--- src/rtl/dnt_pkg.sv ---
package dnt_pkg;

  localparam int DW          = 32;
  localparam int PSC_SEL_W   = 3;
  localparam int PSC_MAX_SEL = 4;
  localparam int PSC_W       = 2 * PSC_MAX_SEL + 2;

  localparam int RUN_OFF     = 4;
  localparam int CH_BASE     = 8;
  localparam int CH_STRIDE   = 12;
  localparam int OFF_RELOAD  = 0;
  localparam int OFF_COUNT   = 4;
  localparam int OFF_CTL     = 8;

  localparam int CTL_IE_BIT   = 5;
  localparam int CTL_FLAG_BIT = 8;

  typedef struct packed {
    logic                 flag;
    logic                 ie;
    logic [PSC_SEL_W-1:0] psc;
  } ctl_t;

  function automatic logic [DW-1:0] lane_mask(input logic [1:0] sz);
    logic [DW-1:0] m;
    case (sz)
      2'd0:    m = DW'(32'h0000_00FF);
      2'd1:    m = DW'(32'h0000_FFFF);
      default: m = {DW{1'b1}};
    endcase
    return m;
  endfunction

  function automatic logic [DW-1:0] ctl_pack(input ctl_t c);
    logic [DW-1:0] r;
    r                = '0;
    r[PSC_SEL_W-1:0] = c.psc;
    r[CTL_IE_BIT]    = c.ie;
    r[CTL_FLAG_BIT]  = c.flag;
    return r;
  endfunction

endpackage

--- src/rtl/dnt_prescaler.sv ---
module dnt_prescaler
  import dnt_pkg::*;
#(
  parameter int SEL_W   = PSC_SEL_W,
  parameter int MAX_SEL = PSC_MAX_SEL
) (
  input  logic             clk,
  input  logic             rst_n,
  input  logic             run,
  input  logic [SEL_W-1:0] sel,
  output logic             tick
);

  localparam int CNT_W = 2 * MAX_SEL + 2;

  logic [CNT_W-1:0] cnt_q, cnt_d, lim;
  logic             sel_ok;

  always_comb begin
    sel_ok = (int'(sel) <= MAX_SEL);
    lim    = sel_ok ? CNT_W'((32'd1 << (2 * int'(sel) + 2)) - 32'd1) : '0;
    tick   = run && sel_ok && (cnt_q >= lim);
    if (!run)        cnt_d = '0;
    else if (!sel_ok) cnt_d = cnt_q;
    else if (tick)    cnt_d = '0;
    else              cnt_d = cnt_q + CNT_W'(1);
  end

  always_ff @(posedge clk or negedge rst_n) begin
    if (!rst_n) cnt_q <= '0;
    else        cnt_q <= cnt_d;
  end

  AST_PSC_RESTART: assert property (@(posedge clk) disable iff (!rst_n)
    $rose(run) |-> (cnt_q == '0));

endmodule

--- src/rtl/dnt_channel.sv ---
module dnt_channel
  import dnt_pkg::*;
#(
  parameter int CW = DW
) (
  input  logic          clk,
  input  logic          rst_n,
  input  logic          run,
  input  logic          rel_we,
  input  logic          cnt_we,
  input  logic          ctl_we,
  input  logic          ctl_hi_we,
  input  logic [CW-1:0] wmask,
  input  logic [CW-1:0] wdata,
  output logic [CW-1:0] reload_o,
  output logic [CW-1:0] count_o,
  output ctl_t          ctl_o,
  output logic          irq_o
);

  logic [CW-1:0] reload_q, reload_d, count_q, count_d;
  ctl_t          ctl_q, ctl_d;
  logic          tick, undf, flag_clr;

  dnt_prescaler #(.SEL_W(PSC_SEL_W), .MAX_SEL(PSC_MAX_SEL)) u_psc (
    .clk  (clk),
    .rst_n(rst_n),
    .run  (run),
    .sel  (ctl_q.psc),
    .tick (tick)
  );

  always_comb begin
    undf     = tick && (count_q == '0);
    flag_clr = ctl_we && ctl_hi_we && !wdata[CTL_FLAG_BIT];

    reload_d = rel_we ? ((reload_q & ~wmask) | (wdata & wmask)) : reload_q;

    if (cnt_we)    count_d = (count_q & ~wmask) | (wdata & wmask);
    else if (undf) count_d = reload_q;
    else if (tick) count_d = count_q - CW'(1);
    else           count_d = count_q;

    ctl_d      = ctl_q;
    if (ctl_we) begin
      ctl_d.psc = wdata[PSC_SEL_W-1:0];
      ctl_d.ie  = wdata[CTL_IE_BIT];
    end
    if (undf)          ctl_d.flag = 1'b1;
    else if (flag_clr) ctl_d.flag = 1'b0;
  end

  always_ff @(posedge clk or negedge rst_n) begin
    if (!rst_n) begin
      reload_q <= {CW{1'b1}};
      count_q  <= {CW{1'b1}};
      ctl_q    <= '0;
    end else begin
      reload_q <= reload_d;
      count_q  <= count_d;
      ctl_q    <= ctl_d;
    end
  end

  assign reload_o = reload_q;
  assign count_o  = count_q;
  assign ctl_o    = ctl_q;
  assign irq_o    = ctl_q.flag & ctl_q.ie;

  AST_UNDERFLOW_RELOAD: assert property (@(posedge clk) disable iff (!rst_n)
    (undf && !cnt_we) |=> ((count_q == $past(reload_q)) && ctl_q.flag));
  AST_FLAG_SOURCE: assert property (@(posedge clk) disable iff (!rst_n)
    $rose(ctl_q.flag) |-> $past(undf));
  AST_FLAG_STICKY: assert property (@(posedge clk) disable iff (!rst_n)
    (ctl_q.flag && !(ctl_we && ctl_hi_we)) |=> ctl_q.flag);
  AST_STOPPED_HOLDS: assert property (@(posedge clk) disable iff (!rst_n)
    (!run && !cnt_we) |=> $stable(count_q));
  AST_COUNT_WRITE_WINS: assert property (@(posedge clk) disable iff (!rst_n)
    (cnt_we && (wmask == {CW{1'b1}})) |=> (count_q == $past(wdata)));

endmodule

--- src/rtl/dnt_regdec.sv ---
module dnt_regdec
  import dnt_pkg::*;
#(
  parameter int NCH = 3,
  parameter int AW  = 8,
  parameter int CW  = DW
) (
  input  logic                   clk,
  input  logic                   rst_n,
  input  logic [AW-1:0]          addr,
  input  logic                   we,
  input  logic                   re,
  input  logic [1:0]             size,
  input  logic [NCH-1:0]         run_i,
  input  logic [NCH-1:0][CW-1:0] rel_i,
  input  logic [NCH-1:0][CW-1:0] cnt_i,
  input  logic [NCH-1:0][CW-1:0] ctl_i,
  output logic                   run_we,
  output logic [NCH-1:0]         rel_we,
  output logic [NCH-1:0]         cnt_we,
  output logic [NCH-1:0]         ctl_we,
  output logic                   ctl_hi_we,
  output logic [CW-1:0]          wmask,
  output logic [CW-1:0]          rdata
);

  logic [CW-1:0] rsel, rdata_q, rdata_d;

  assign run_we    = we && (addr == AW'(RUN_OFF));
  assign ctl_hi_we = (size != 2'd0);
  assign wmask     = lane_mask(size);

  for (genvar n = 0; n < NCH; n++) begin : g_wdec
    assign rel_we[n] = we && (addr == AW'(CH_BASE + CH_STRIDE * n + OFF_RELOAD));
    assign cnt_we[n] = we && (addr == AW'(CH_BASE + CH_STRIDE * n + OFF_COUNT));
    assign ctl_we[n] = we && (addr == AW'(CH_BASE + CH_STRIDE * n + OFF_CTL));
  end

  always_comb begin
    rsel = '0;
    if (addr == AW'(RUN_OFF)) rsel = CW'(run_i);
    for (int n = 0; n < NCH; n++) begin
      if (addr == AW'(CH_BASE + CH_STRIDE * n + OFF_RELOAD)) rsel = rel_i[n];
      if (addr == AW'(CH_BASE + CH_STRIDE * n + OFF_COUNT))  rsel = cnt_i[n];
      if (addr == AW'(CH_BASE + CH_STRIDE * n + OFF_CTL))    rsel = ctl_i[n];
    end
    rdata_d = re ? (rsel & wmask) : rdata_q;
  end

  always_ff @(posedge clk or negedge rst_n) begin
    if (!rst_n) rdata_q <= '0;
    else        rdata_q <= rdata_d;
  end

  assign rdata = rdata_q;

  AST_BYTE_READ_NARROW: assert property (@(posedge clk) disable iff (!rst_n)
    (re && (size == 2'd0)) |=> (rdata[CW-1:8] == '0));
  AST_SINGLE_TARGET: assert property (@(posedge clk) disable iff (!rst_n)
    $onehot0({run_we, rel_we, cnt_we, ctl_we}));

endmodule

--- src/rtl/dnt_timer.sv ---
module dnt_timer
  import dnt_pkg::*;
#(
  parameter int NCH = 3,
  parameter int AW  = 8
) (
  input  logic           clk,
  input  logic           rst_n,
  input  logic [AW-1:0]  bus_addr,
  input  logic [31:0]    bus_wdata,
  input  logic           bus_we,
  input  logic           bus_re,
  input  logic [1:0]     bus_size,
  output logic [31:0]    bus_rdata,
  output logic [NCH-1:0] irq
);

  localparam int CW = DW;

  logic [NCH-1:0]         run_q, run_d;
  logic                   run_we, ctl_hi_we;
  logic [NCH-1:0]         rel_we, cnt_we, ctl_we;
  logic [CW-1:0]          wmask;
  logic [NCH-1:0][CW-1:0] rel_bus, cnt_bus, ctl_bus;

  dnt_regdec #(.NCH(NCH), .AW(AW), .CW(CW)) u_dec (
    .clk      (clk),
    .rst_n    (rst_n),
    .addr     (bus_addr),
    .we       (bus_we),
    .re       (bus_re),
    .size     (bus_size),
    .run_i    (run_q),
    .rel_i    (rel_bus),
    .cnt_i    (cnt_bus),
    .ctl_i    (ctl_bus),
    .run_we   (run_we),
    .rel_we   (rel_we),
    .cnt_we   (cnt_we),
    .ctl_we   (ctl_we),
    .ctl_hi_we(ctl_hi_we),
    .wmask    (wmask),
    .rdata    (bus_rdata)
  );

  always_comb begin
    run_d = run_we ? bus_wdata[NCH-1:0] : run_q;
  end

  always_ff @(posedge clk or negedge rst_n) begin
    if (!rst_n) run_q <= '0;
    else        run_q <= run_d;
  end

  for (genvar n = 0; n < NCH; n++) begin : g_ch
    ctl_t ctl_s;

    dnt_channel #(.CW(CW)) u_ch (
      .clk      (clk),
      .rst_n    (rst_n),
      .run      (run_q[n]),
      .rel_we   (rel_we[n]),
      .cnt_we   (cnt_we[n]),
      .ctl_we   (ctl_we[n]),
      .ctl_hi_we(ctl_hi_we),
      .wmask    (wmask),
      .wdata    (bus_wdata),
      .reload_o (rel_bus[n]),
      .count_o  (cnt_bus[n]),
      .ctl_o    (ctl_s),
      .irq_o    (irq[n])
    );

    assign ctl_bus[n] = ctl_pack(ctl_s);
  end

  AST_RUN_FOLLOWS_WRITE: assert property (@(posedge clk) disable iff (!rst_n)
    run_we |=> (run_q == $past(bus_wdata[NCH-1:0])));
  AST_RUN_HOLDS: assert property (@(posedge clk) disable iff (!rst_n)
    !run_we |=> $stable(run_q));

endmodule

--- config.mk ---
export PLATFORM = sky130hd
export DESIGN_NAME = dnt_timer
export DESIGN_NICKNAME = d
export VERILOG_FILES = /design/src/rtl/dnt_pkg.sv /design/src/rtl/dnt_prescaler.sv /design/src/rtl/dnt_channel.sv /design/src/rtl/dnt_regdec.sv /design/src/rtl/dnt_timer.sv
export SDC_FILE = /design/constraint.sdc
export NUM_CORES = 1
export LEC_CHECK = 0
export ABC_CLOCK_PERIOD_IN_PS = 3700
export BUFFER_PORTS_ARGS = -buffer_cell sky130_fd_sc_hd__buf_2
export CAP_MARGIN = 0
export CORE_AREA = 2 2 166 168
export DETAILED_ROUTE_END_ITERATION = 10
export DIE_AREA = 0 0 168 170
export PLACE_DENSITY = 0.81
export SLEW_MARGIN = 0
export SYNTH_ARGS = -nofsm -noshare
export SYNTH_HDL_FRONTEND = slang
export SYNTH_SLANG_ARGS = --single-unit
export TNS_END_PERCENT = 30
--- constraint.sdc ---
create_clock -name clk -period 3.7 [get_ports clk]
set_clock_uncertainty 0.15 [all_clocks]
set_input_delay 1.11 -clock clk [delete_from_list [all_inputs] [get_ports clk]]
set_output_delay 1.11 -clock clk [all_outputs]
set_load 0.05 [all_outputs]
==> results.ini, run 1 <==
[outcome]
status = finished clean

[sta]
worst_pin_slew_ps = 717
slew_viol_final = 0
max_freq_mhz = 286
finalSetupViolCount = 0
slew-limit-headroom = 0.518
finalHoldViolCount = 0
period_share = 0.945
fin_crit_ps = 3500

[pwr]
p_sw_frac = 0.267
p_sw_uw = 2060
p_int_uw = 5650
worst_ir_drop_vdd_mv = 0.379
power-per-cell-area_mw_per_mm2 = 406
power_frac_seq = 0.428
power.share.clock = 0.439
cellLeakagePower_uw = 0.00800
comb_power_share = 0.133

[cts]
clock_sinks = 272
cts.path.max_buffers = 3
cts_buffers = 31
cts_tree = yes
clock_latency_ps = 580
cts_hold_buf = 0
cts.reportedPaths.clkPinSlew_ps = 60
cts_max_level = 1
cts_root_buf = clkbuf_16

[synthesis]
syn_area_mm2 = 0.0167
synth_edf_count = 0
avgSynthCellArea_um2 = 9.36
synth_cells = 1783
synth_seq_area_share = 0.422
yosysWarnings = 0
ys_seq_elements = 272
synthArstFlopShare = 1.00
synth_ff_type = dfstp_2
synthDistinctLibCells = 80

[critical_path]
crit_path_start_kind = register
arrival_ps = 3840
worstSetupEndpointType = register
path_max_fanout = 13
critPathKind = register to register
reg2reg_setup_slack_ps = 200
worstPathRequired_ps = 4040

[placement]
numPortBuffers = 80
place_congestion = 0.988
placed_cell_area_mm2 = 0.0178
hpwl_um = 39100

[global_routing]
grt_antenna_before_repair = 0
grt_pass1_wl_um = 83400
grt_max_degree = 80
grt_remaining_overflow = 0
grt_pass1_vias = 14700
grt_util_all_layers = 0.374

[route]
ant_nets = 0
vias = 15400
drt-total-wl_um = 53300
drt-wirelength-per-cell_um = 23.7
drt_iter0_drc = 1694
avgViaCountPerCell = 6.85
first_pass_iters = 5
route.detailed.drc = 0

[floorplanning]
start_util = 0.626
coreArea_mm2 = 0.0267
fp.dieW_um = 168
die_h_um = 170
dieArea_mm2 = 0.0286
placementRows = 60
ios = 81

[job]
maxCapViolCount = 0

[final_layout]
final_design_area_no_fill_mm2 = 0.0190
fillCellCount = 2023
antennaDiodeCount = 0
fin_nets = 1968
seq_area_mm2 = 0.00705
area_growth_syn_to_layout_pct = 13.7
finish.utilization = 0.712
multiInputGateArea_mm2 = 0.00905
drive_gt1_frac = 0.294

[min_path]
hold_class = register to register

[critical path, cell delays in order, from the launching register on]
cell and delay (ps):
dfrtp_1 430, or3_1 360, ha_1 230, mux2i_1 130, ha_1 240, a2111oi_1 550, nand2b_1 120, o21ai_0 220
nor3_1 120, buf_4 220, nand2_1 110, buf_4 220, a211oi_1 60, a221o_1 270
[cell type report]
cell class	instances	share of cell area
clock buffer	46	0.0475
clock inverter	12	0.0117
inverter	49	0.00969
multi-input combinational	1361	0.477
sequential	272	0.371
tap	341	0.0225
timing repair buffer	168	0.0604
[worst paths after layout]
check,cells past startpoint,to,startpoint
worst max register to register,13,register,g_ch[1].u_ch.ctl_o[1]
min in group asynchronous,1,u_dec.rdata[3],rst_n
worst min register to register,1,g_ch[1].u_ch.u_psc.cnt_q[9],g_ch[1].u_ch.u_psc.cnt_q[9]
max in group asynchronous,2,asynchronous set/reset pin,rst_n
worst min-delay path,1,g_ch[1].u_ch.u_psc.cnt_q[9],g_ch[1].u_ch.u_psc.cnt_q[9]
worst max-delay path,13,register,g_ch[1].u_ch.ctl_o[1]
[power by group through the flow]
stage | logic [µW] | clock network [µW] | registers [µW]
after global placement | 979 | 0 | 3320
after detailed placement | 993 | 0 | 3330
final | 1020 | 3380 | 3290
after floorplan | 651 | 0 | 3280
after CTS | 1000 | 3410 | 3290
after global routing | 1120 | 3530 | 3310
[cells in the mapped netlist (5+ instances only)]
cell type	count	area (µm²)
a211oi_1	26	195
a21o_1	5	37.5
a21oi_1	133	666
xor2_1	29	254
clkbuf_1	80	300
nor2b_1	10	62.6
a221o_1	28	280
nand2_1	138	518
nand2b_1	19	119
nor3_1	51	255
a22oi_1	36	270
o21a_1	5	37.5
and3_1	20	125
nand3_1	45	225
a22o_1	37	324
inv_1	49	184
nand4_1	9	56.3
or4_1	13	97.6
ha_1	39	488
o22ai_1	43	269
dfstp_2	192	5040
a31oi_1	17	106
o31ai_1	5	37.5
nor2_1	152	571
or3_1	20	125
o21ai_1	10	50.1
mux2_2	120	1350
o21ai_0	144	721
a221oi_1	5	43.8
buf_1	7	26.3
dfrtp_1	80	2000
buf_2	10	50.1
o211ai_1	27	203
and2_1	12	75.1
xnor2_1	40	350
mux2i_1	26	260
nor4_1	24	150
[what timing repair did]
action / in CTS / in global routing
setup endpoints to repair: 0 / 28
buffers inserted: 0 / 0
resized for setup: 0 / 4
[per-layer routing]
metal / vias to the layer above / GRT usage / part of all wire
li1: 6855 / - / -
met1: 7515 / 0.541 / 0.43
met2: 903 / 0.551 / 0.43
met3: 126 / 0.0958 / 0.12
met4: 0 / 0.119 / 0.030
met5: - / 0 / 0
[cells in the final DEF (no fill, tap or decap), types with 39 or more instances in the layout]
master and instances:
a21oi_1 133, buf_2 79, buf_4 82, dfrtp_1 80, dfstp_2 192, ha_1 39
inv_1 49, mux2_2 120, nand2_1 137, nand3_1 45, nor2_1 149, nor3_1 49
o21ai_0 143, o22ai_1 43, xnor2_1 40
[through the flow]
stage	power [µW]	worst slack [ps]	setup TNS [ps]	hold slack, ps	instances
floorplan	3930	357	0	302	1785
global placement	4300	265	0	324	2191
detailed placement	4320	75.6	0	336	2191
CTS	7690	76.3	0	348	2249
global route	7950	-30.4	-92.8	361	2249
finish	7700	204	0	344	2249
[logic make-up (layout without fill, tap and decap cells)]
logic type	count (synthesis)	count (layout)	share of synthesized area
compound gates	553	553	0.213
xor+xnor	69	69	0.0362
fa+ha+maj	39	39	0.0292
buf+inv	152	275	0.0370
flops	272	272	0.422
mux	146	146	0.0966
other cells	1	3	0.000225
simple gates	551	551	0.166
Note: power is estimated with default switching activity, not from simulation.
==> inputs of run 2 (changes only) <==
Settings changed: RECOVER_POWER set to 100.
==> run 2 against run 1 <==
The run now ends with capacitance limit, slew limit left. Cell count stayed put. Register-to-register slack hardly changed. Die area stayed put. Utilization is 0.58 points lower. Design area is 0.82% lower. Critical path type unchanged. Non-clock buffer count stayed put. Clock power hardly changed. Power is 0.11% lower. Via count is 0.24% higher.
==> results.ini, run 2 (same netlist as run 1, synthesis figures left out) <==
[global_routing]
grt.busiest_layer = met2
grt_use_met2 = 0.551  ; unchanged
grt_remaining_overflow = 0  ; unchanged
grt_util_all_layers = 0.374  ; unchanged
grt_pass1_vias = 14700  ; unchanged
grt_max_degree = 80  ; unchanged
met1_usage = 0.541  ; unchanged
met3_usage = 0.0958  ; unchanged
grt_pass1_wl_um = 83400  ; unchanged
grt_antenna_before_repair = 0  ; unchanged

[outcome]
violations = capacitance limit, slew limit
status = finished with violations

[sta]
fin_crit_ps = 3490  ; -11.4 ps
slew_viol_final = 64  ; +64
finalSetupViolCount = 0  ; unchanged
holdWs_ps = 348  ; +4.33 ps
period_share = 0.942  ; -0.00308
tns_ps = 0  ; unchanged
slew-limit-headroom = -0.0543  ; -0.572
worst_pin_slew_ps = 1580  ; +865 ps
max_freq_mhz = 287  ; +0.33%
finalHoldViolCount = 0  ; unchanged

[min_path]
hold_class = register to register

[pwr]
power.share.clock = 0.440  ; about the same
p_sw_uw = 2060  ; about the same
comb_power_share = 0.132  ; about the same
p_int_uw = 5640  ; -0.17%
p_sw_frac = 0.268  ; +0.000448
power_frac_seq = 0.428  ; about the same
cellLeakagePower_uw = 0.00778  ; -2.8%
power-per-cell-area_mw_per_mm2 = 409  ; +0.72%
worst_ir_drop_vdd_mv = 0.378  ; -0.11%

[route]
avgViaCountPerCell = 6.86  ; +0.24%
drt_iter0_drc = 1651  ; -2.5%
drt-wirelength-per-cell_um = 23.7  ; +0.17%
vias = 15400  ; +0.24%
drt-total-wl_um = 53400  ; +0.17%
first_pass_iters = 6  ; +1
route.detailed.drc = 0  ; unchanged
ant_nets = 0  ; unchanged

[floorplanning]
start_util = 0.626  ; unchanged
ios = 81  ; unchanged
fp.dieW_um = 168  ; unchanged
die_h_um = 170  ; unchanged
placementRows = 60  ; unchanged
dieArea_mm2 = 0.0286  ; unchanged
coreArea_mm2 = 0.0267  ; unchanged

[final_layout]
layout_commonest_cell = dfstp_2
area_growth_syn_to_layout_pct = 12.8
final_cell_mix = 192 x dfstp_2, 150 x nor2_1, 144 x o21ai_0
finish.utilization = 0.706  ; -0.00582
drive_gt1_frac = 0.267  ; -0.0262
antennaDiodeCount = 0  ; unchanged
fin_nets = 1968  ; unchanged

[cts]
cts_hold_buf = 0  ; unchanged
cts_buffers = 31  ; unchanged
clock_latency_ps = 590  ; about the same
cts_root_buf = clkbuf_16
cts_tree = yes
cts.path.max_buffers = 3  ; unchanged
clock_sinks = 272  ; unchanged
cts_max_level = 1  ; unchanged
cts.reportedPaths.clkPinSlew_ps = 60  ; about the same

[placement]
numPortBuffers = 80  ; unchanged
place_congestion = 0.988  ; unchanged
hpwl_um = 39100  ; unchanged

[critical_path]
path_max_fanout = 13  ; unchanged
arrival_ps = 3830  ; about the same
crit_path_start_kind = register
worstPathRequired_ps = 4040  ; about the same
worstSetupEndpointType = register
critPathKind = register to register

[job]
maxCapViolCount = 1  ; +1

[run 2: cell types whose count changed in the layout (fill, tap and decap cells not counted), sizes merged]
cell	delta
buf	-54
clkbuf	+54
[run 2: path summary, 6_finish.rpt]
kind	startpoint	endpoint	slack, ps	cells after the start
worst min-delay path	register	register	350	2
max in group asynchronous	rst_n	g_ch[1].u_ch.u_psc.cnt_q[9]	540	2
min in group asynchronous	rst_n	u_dec.rdata[3]	790	1
worst max-delay path	g_ch[1].u_ch.ctl_o[1]	register	210	13
worst min register to register	register	register	350	2
worst max register to register	g_ch[1].u_ch.ctl_o[1]	register	210	13
[run 2: worst max-delay path, cell delays in order, from the launching register on]
cell and delay, ps:
dfrtp_1 430, or3_1 360, ha_1 230, mux2i_1 130
ha_1 240, a2111oi_1 530, nand2b_1 120, o21ai_0 210
nor3_1 120, buf_4 220, nand2_1 120, buf_4 220
a211oi_1 60, a221o_1 270
[run 2: stage by stage]
| step | cells | instance area, µm² | power [µW] | worst slack, ps |
|---|---|---|---|---|
| 6_report | 2249 | 18800 | 7700 | 215 |
| 5_1_grt | 2249 | 18800 | 7940 | -31.4 |
| 4_1_cts | 2249 | 19000 | 7690 | 76.3 |
| 3_5_place_dp | 2191 | 17800 | 4320 | 75.6 |
| 3_3_place_gp | 2191 | 17800 | 4300 | 265 |
| 2_1_floorplan | 1785 | 16700 | 3930 | 357 |
[run 2: repair_timing]
item / in CTS / in global routing
setup buffers: 0 / 0
resized for setup: 0 / 4
endpoints found under the hold margin: 0 / 0
setup endpoints to repair: 0 / 28
[run 2: power groups by stage]
stage	Clock, µW	Sequential [µW]	Combinational [µW]
floorplan	0	3280	651
global placement	0	3320	979
detailed placement	0	3330	993
CTS	3410	3290	1000
global route	3530	3310	1110
finish	3390	3290	1010
[run 2: area by class of cell]
cell class	instances	area [µm²]
fill	2074	7830
multi-input combinational	1361	9040
clock inverter	12	223
inverter	49	184
sequential	272	7050
timing repair buffer	168	998
tap	341	427
clock buffer	46	902
[run 2: metal layers]
metal	vias up	wire, µm
met4	0	1690
met1	7517	22500
met2	954	22600
met3	129	6640
met5	-	0
li1	6836	-
==> inputs of run 3 (changes only) <==
Settings changed: ABC_CLOCK_PERIOD_IN_PS 3700 to 2850, CORE_AREA 2 2 166 168 to 2 2 175 177, DIE_AREA 0 0 168 170 to 0 0 177 179, PLACE_DENSITY 0.81 to 0.77.
Clock period 3.7 ns to 2.85 ns, I/O delays scaled along.
==> run 3 against run 2 <==
The run ends with capacitance limit, slew limit, setup timing left. Non-clock buffer count grew 173. Hold slack improved by 1.1 ps. Setup slack got worse by 520 ps. Utilization fell by 0.14 points. Cell count up 10%. Largest power group unchanged. Critical path depth is 1 higher. Flip-flop and latch count stayed put. Design area up 12%. Clock power is 32% higher. Via count grew 5.8%. Largest cell class unchanged. Sequential power up 29%.
==> results.ini, run 3 (same netlist as run 1, synthesis figures left out) <==
[sta]
slew_viol_final = 58  ; -9.4%
period_share = 1.11  ; +0.167
worst_pin_slew_ps = 1530  ; -52.8 ps
finalSetupViolCount = 105  ; +105
max_freq_mhz = 317  ; +10%
holdWs_ps = 349  ; +1.06 ps
finalWorstSetupSlack_ps = -309  ; -524 ps
grt_setup_unrepaired = true
finalHoldViolCount = 0  ; unchanged
fin_crit_ps = 3160  ; -326 ps
slew-limit-headroom = -0.0191  ; +0.0352

[route]
avgViaCountPerCell = 6.58  ; -4.1%
drt-total-wl_um = 58700  ; +9.9%
drt-wirelength-per-cell_um = 23.6  ; -0.42%
first_pass_iters = 6  ; unchanged
route.detailed.drc = 0  ; unchanged
vias = 16300  ; +5.8%
drt_iter0_drc = 1833  ; +11%
ant_nets = 0  ; unchanged

[placement]
dp_cells = 2402  ; +9.6%
place_congestion = 0.991  ; +0.24%
hpwl_um = 43200  ; +10%
numPortBuffers = 80  ; unchanged
placed_cell_area_mm2 = 0.0195  ; +9.0%

[cts]
cts_max_level = 2  ; +1
cts.reportedPaths.clkPinSlew_ps = 60  ; about the same
clock_latency_ps = 520  ; -70 ps
cts_buffers = 34  ; +9.7%
cts_tree = yes
cts_root_buf = clkbuf_16
cts.path.max_buffers = 3  ; unchanged
cts_hold_buf = 0  ; unchanged
clock_sinks = 272  ; unchanged

[pwr]
power_frac_seq = 0.407  ; -0.021
comb_power_share = 0.161  ; +0.029
p_int_uw = 7570  ; +34%
worst_ir_drop_vdd_mv = 0.417  ; +10%
power.share.clock = 0.431  ; -0.009
p_sw_uw = 2820  ; +37%
p_sw_frac = 0.271  ; +0.00374
power-per-cell-area_mw_per_mm2 = 491  ; +20%
cellLeakagePower_uw = 0.00884  ; +14%
p_total_uw = 10400  ; +35%

[final_layout]
drive_gt1_frac = 0.382  ; +0.115
multiInputGateArea_mm2 = 0.00974  ; +7.7%
finish.utilization = 0.705  ; -0.00137
seq_area_mm2 = 0.00705  ; unchanged
fin_nets = 2145  ; +9.0%
fillCellCount = 2299  ; +11%
layout_commonest_cell = dfstp_2
final_design_area_no_fill_mm2 = 0.0212  ; +12%
fin_cells = 2481  ; +10%
antennaDiodeCount = 0  ; unchanged
final_cell_mix = 192 x dfstp_2, 191 x buf_4, 130 x nand2_1
area_growth_syn_to_layout_pct = 26.9

[outcome]
violations = capacitance limit, slew limit, setup timing
status = finished with violations

[min_path]
hold_class = register to register
min_path_cells = 2  ; unchanged

[floorplanning]
die_h_um = 179  ; +5.3%
ios = 81  ; unchanged
placementRows = 64  ; +6.7%
dieArea_mm2 = 0.0317  ; +11%
fp.dieW_um = 177  ; +5.4%
coreArea_mm2 = 0.0300  ; +13%
start_util = 0.556  ; -0.0704

[global_routing]
met3_usage = 0.0774  ; -0.0184
grt_remaining_overflow = 0  ; unchanged
met1_usage = 0.512  ; -0.0295
grt_pass1_wl_um = 88900  ; +6.7%
grt_use_met2 = 0.553  ; +0.00147
grt.busiest_layer = met2
grt_antenna_before_repair = 0  ; unchanged
grt_pass1_vias = 15800  ; +7.4%
grt_util_all_layers = 0.363  ; -0.0114
grt_max_degree = 58  ; -28%

[critical_path]
reg2reg_depth = 14  ; +1
worstPathRequired_ps = 3120  ; -920 ps
arrival_ps = 3430  ; -400 ps
crit_path_start_kind = register
path_max_fanout = 8  ; -5
critPathKind = register to register
worstSetupEndpointType = register

[job]
maxCapViolCount = 1  ; unchanged

## run 3: changes by cell type in the layout (fill, tap and decap cells not counted), sizes merged
cell    previous run  this run
buf              114       269
bufinv             6         4
clkbuf           100       124
clkinv             4         3
nor2             154       155
## run 3: path summary, 6_finish.rpt
check                                 startpoint                          end  slack [ps]
setup / recovery           g_ch[0].u_ch.ctl_o[2]                     register        -310
hold / removal                          register                     register         350
setup reg to reg           g_ch[0].u_ch.ctl_o[2]                     register        -310
hold reg to reg                         register                     register         350
max in group asynchronous                  rst_n              u_dec.rdata[25]         320
min in group asynchronous                  rst_n  g_ch[1].u_ch.u_psc.cnt_q[2]         590
## run 3: stage by stage
| stage | TNS (ps) | setup WS (ps) |
|---|---|---|
| after floorplan | -553 | -76.6 |
| after global placement | -12940 | -245 |
| after detailed placement | -17430 | -310 |
| after CTS | -7300 | -226 |
| after global routing | -31600 | -464 |
| final | -14900 | -309 |
## run 3: cell type report
class                           instances  area share
Sequential cell                       272       0.333
Clock buffer                           52      0.0472
Multi-Input combinational cell       1362       0.460
Tap cell                              396      0.0234
Timing Repair Buffer                  341       0.120
Clock inverter                          9     0.00721
Inverter                               49     0.00869
## run 3: routing by layer
layer / up-vias / wire, µm / share of wire
met5: - / 0 / 0
met4: 0 / 2370 / 0.040
met3: 193 / 5760 / 0.098
met2: 893 / 25800 / 0.44
met1: 8032 / 24700 / 0.42
li1: 7219 / - / -
## run 3: worst max-delay path, stage by stage (launching register included)
cell	delay, ps
dfrtp_1	380
or3_4	400
ha_4	180
mux2i_1	200
ha_1	270
o21a_1	200
o211ai_1	280
a41oi_2	90
buf_4	180
o211ai_4	130
buf_12	190
buf_12	130
nand3_2	50
o211ai_1	120
a21oi_1	110
## run 3: power groups by stage
stage / combinational, µW / clock, µW / sequential, µW
4_1_cts: 1610 / 4530 / 4220
3_3_place_gp: 1540 / 0 / 4270
2_1_floorplan: 866 / 0 / 4260
3_5_place_dp: 1560 / 0 / 4280
6_report: 1670 / 4480 / 4230
5_1_grt: 1810 / 4700 / 4250
## run 3: repair_timing
action	4_1_cts	5_1_grt
endpoints found under the setup margin	111	124
pin swaps	36	43
gates cloned	2	3
resized for setup	81	97
hold endpoints to repair	0	0
buffers inserted	8	6
